`src/rtl/bus_exchanger.sv`:
```
module bus_exchanger #(
  parameter int HALF_W = 12
) (
  input  logic                clk,
  input  logic                rst,
  input  logic                ld_lo_n,
  input  logic                ld_hi_n,
  input  logic                sel_hi,
  input  logic                oe_a_n,
  input  logic                oe_b_n,
  input  logic [HALF_W-1:0]   a_in,
  input  logic [2*HALF_W-1:0] b_in,
  output logic [HALF_W-1:0]   a_out,
  output logic                a_drv,
  output logic [2*HALF_W-1:0] b_out,
  output logic                b_drv
);
  logic [HALF_W-1:0]   lo_q, hi_q;
  logic [2*HALF_W-1:0] ba_q;

  always_ff @(posedge clk) begin
    if (rst) begin
      lo_q <= '0;
      hi_q <= '0;
      ba_q <= '0;
    end else begin
      if (!ld_lo_n) lo_q <= a_in;
      if (!ld_hi_n) hi_q <= a_in;
      ba_q <= b_in;
    end
  end

  assign b_out = {hi_q, lo_q};
  assign a_out = sel_hi ? ba_q[2*HALF_W-1:HALF_W] : ba_q[HALF_W-1:0];
  assign a_drv = ~oe_a_n;
  assign b_drv = ~oe_b_n;
endmodule


```
`config.mk`:
```
export PLATFORM = sky130hd
export DESIGN_NAME = bus_exchanger
export DESIGN_NICKNAME = d
export VERILOG_FILES = /design/src/rtl/bus_exchanger.sv
export SDC_FILE = /design/constraint.sdc
export NUM_CORES = 1
export LEC_CHECK = 0
export BUFFER_PORTS_ARGS = -buffer_cell sky130_fd_sc_hd__buf_4
export CORE_ASPECT_RATIO = 1.25
export CORE_MARGIN = 4
export CORE_UTILIZATION = 40
export DETAILED_ROUTE_END_ITERATION = 12
export GPL_ROUTABILITY_DRIVEN = 1
export HOLD_SLACK_MARGIN = 0.15
export PLACE_DENSITY = 0.74
export SLEW_MARGIN = 20
export SYNTH_ARGS = -nofsm -noshare
export SYNTH_HDL_FRONTEND = slang
export SYNTH_SLANG_ARGS = --single-unit
```
`constraint.sdc`:
```
create_clock -name clk -period 0.8 [get_ports clk]
set_clock_uncertainty 0.15 [all_clocks]
set_input_delay 0.16 -clock clk [delete_from_list [all_inputs] [get_ports clk]]
set_output_delay 0.16 -clock clk [all_outputs]
set_load 0.005 [all_outputs]
```
; ---- After elaboration in Yosys (flattened, before gate mapping)
; Cells that the tools add are included.
[totals]
ff_bits = 48
inputBits = 43
output_inout_bits = 38
elab_cells = 6
[classes]
mux = 1
n_bitwise = 2
[ops]
columns = op, count
row1 = 2-to-1 mux 12 bit, 1
row2 = inverter 1 bit, 2

; ---- Depth between registers and ports, before layout
[logic_depth]
word_depth = 1
mapped_depth = 3
depth_no_buf = 2

; ---- Worst setup path after synthesis
; Ideal clock, no wire load.
[synth_timing]
path_type = input-to-output
startpoint = input port sel_hi
endpoint = output port a_out[0]
arrival_ns = 0.609
required_time_ns = 0.490
slack_ns = -0.119
cell_stages = 2
path_buffers = 1
path_cell_list = buf_6 -> mux2_2
[synth_between]
elab_chain_len = 1
[synth_rtl]
columns = item, line
row1 = from (decl), 8  ; input logic sel_hi,
row2 = 2-to-1 mux 12 bit, 34  ; assign a_out = sel_hi ? ba_q[2*HALF_W-1:HALF_W] : ba_q[HALF_W-1:0];
row3 = to (decl), 13  ; output logic [HALF_W-1:0] a_out,
; No other way between the ends.

; ---- Final worst setup path
[layout_timing]
startpoint = register ba_q[1]
endpoint = output port a_out[1]
[layout_between]
elab_chain_len = 1
[layout_rtl]
columns = item, line
row1 = from (decl), 19  ; logic [2*HALF_W-1:0] ba_q;
row2 = from (signal assigned), 29  ; ba_q <= b_in;
row3 = 2-to-1 mux 12 bit, 34
; No other way between the ends.

==> reports/metrics.yaml <==
die_h_um: 79.7
fp.dieW_um: 65.3
h-tree-depth: 2
postSynthAreaPerCell_um2: 11.6
r2r-start: "hi_q[5]"
p_seq_share_pct: 55.6
dr.pass1.iters: 2
cpLargestDelayFamily: "flip-flops"
synth_area_leaders: "dfxtp_1 (58%), mux2i_1 (15%), nor2b_1 (8.4%)"
detailedPlace.worstSlack_ns: -0.382
p_per_area_nw_per_um2: 1770
arrival_ns: 0.98
cp_slowest_cell: "dfxtp_2"
rows: 25
cts_tree: "done"
nNetsFinal: 271
antenna_found_initial: 0
hold_viol: 46
slowest_delay_ns: 0.32
via_per_inst: 4.41
clkTransAtPathRegs_ns: 0.08
grt_pass1_wl_mm: 6.00
cts_buffers: 5
clk_latency_ns: 0.28
holdPathStages: 2
violations: "hold timing, setup timing"
synth.ff_latch_count: 48
fin_crit_ns: 1.29
end_kind: "primary output"
synth_area_um2: 1640
slew_viol_final: 0
diodes: 0
cts_root_buf: "clkbuf_8"
cp_cell_sequence: "mux2_4 > buf_6"
drive_gt1_share_pct: 58.3
rsz0062_at_grt: "yes"
route.vias.total: 1243
cts.path.max_buffers: 2
ys_warn_count: 0
r2r_cells: 3
post-route-period-util_pct: 161
drc: 0
overflow: 0
io_pins: 81
gp_congestion: 0.673
syn2layout_area_growth_pct: 60.7
layout_setup_ws_ns: -0.491
path_buf_inv: 1
grtUsageTotal_pct: 15.1
dp_hpwl_mm: 2.75
yosysSeqAreaShare_pct: 58.4
min_path_type: "in -> reg"
path_class: "reg -> out"
combPwrFrac_pct: 16.9
die-area_um2: 5210
coreArea_um2: 3880
grt_pass1_vias: 1304
worstPathMaxFanout: 1
wl_per_cell_um: 12.9
reg2reg_slack_ns: -0.11
cap_violations: 0
r2r-end: "hi_q[5]"
worst_pin_slew_ns: 0.219
switchingPower_uw: 1010
detail-route-antenna-nets: 0
crit_end: "a_out[1]"
power_frac_clock_pct: 27.4
portBuffers: 80
whs_ns: -0.0721
synthesis.nets: 185
cp.depth: 2
vdd_ir_drop_max_mv: 1.13
fmax_mhz: 774
worstSetupStartpointType: "flop"
min_from: "b_in[10]"
cts.sinks: 48
status: "finished with violations"
synth_cell_types: 10
yosysTopAreaCellShare_pct: 58.4
yosys.area.top_type: "dfxtp_1"
wl_mm: 3.64
crit_start: "ba_q[1]"
timing.slew.headroom_pct: 85.4
start_util_pct: 42.4
drtIter0Drc: 19
p_sw_share_pct: 21.6
syn_inst: 142
p_leak_uw: 0.00128
setup_viol: 37
cp.required_ns: 0.49
p_int_uw: 3680
grt_max_degree: 17
==> state kept, by name, summed over array words and instances (netlist names) <==
signal  count
lo_q       12
ba_q       24
hi_q       12
==> worst min-delay path by stage <==
stage / endpoint / slack (ns)
final: ba_q[10] / -0.07
after global routing: ba_q[8] / -0.09
after CTS: ba_q[8] / -0.09
after detailed placement: ba_q[13] / 0.22
after global placement: ba_q[23] / 0.22
after floorplan: ba_q[10] / 0.14
==> area by class of cell <==
type                    instances  area, um^2
clock buffers                   6        72.6
clock inverters                 1        5.00
fillers                       328        1240
inverters                       2        7.51
multi-input cells              84         663
flip-flops and latches         48         996
well taps                      54        67.6
repair buffers                 87         830
==> cells in the mapped netlist, drive strengths merged <==
cell     n
dfxtp   48
mux2i   24
nor2    24
clkbuf   1
mux2    12
and2b    2
buf      7
nor2b   22
inv      2
==> through the flow <==
step / power [uW] / setup TNS [ns] / instances / utilization (%) / area [um^2]
floorplan: 2940 / -0.967 / 142 / - / 1700
global placement: 3340 / -6.70 / 274 / 61.2 / 2370
detailed placement: 3350 / -7.27 / 274 / 61.2 / 2370
CTS: 4770 / -12.04 / 281 / 67.8 / 2630
global route: 4960 / -13.09 / 282 / 68.1 / 2640
finish: 4690 / -11.47 / 282 / 68.1 / 2640
==> logic make-up (layout without fill, tap and decap cells) <==
kind of cell | count (synthesis) | after routing | synth area share (%)
AND/OR/NAND/NOR | 48 | 48 | 14.8
flip-flops | 48 | 48 | 58.4
buffers and inverters | 10 | 96 | 3.96
multiplexers | 36 | 36 | 22.8
==> per-layer routing <==
layer  up-vias  wire [um]  global-route usage (%)
li1        623          -                       -
met1       553       1410                    16.4
met2        63       1700                    25.2
met3         4        488                    8.59
met4         0         36                    3.73
met5         -          0                       0
==> cell usage in the layout, fill, tap and decap left out <==
master	Yosys	final
buf_4	0	47
buf_6	3	37
dfxtp_2	0	28
mux2i_1	24	24
nor2_1	24	24
nor2b_1	22	22
dfxtp_1	48	20
mux2_4	0	12
clkbuf_8	0	5
buf_12	0	3
inv_1	2	2
and2b_1	2	2
clkinv_2	0	1
clkbuf_1	1	1
==> power groups by stage <==
stage	logic, uW	registers (uW)	clock network (uW)
final	794	2610	1290
after global placement	703	2630	0
after CTS	798	2610	1370
after floorplan	306	2630	0
after global routing	868	2620	1470
after detailed placement	716	2630	0
==> what timing repair did <==
item | CTS | global route
buffers inserted | 0 | 1
pin swaps | 0 | 6
endpoints found under the setup margin | 36 | 50
hold endpoints to repair | 48 | 48
resized for setup | 66 | 1
No activity file was read; power rests on OpenSTA's default activity.
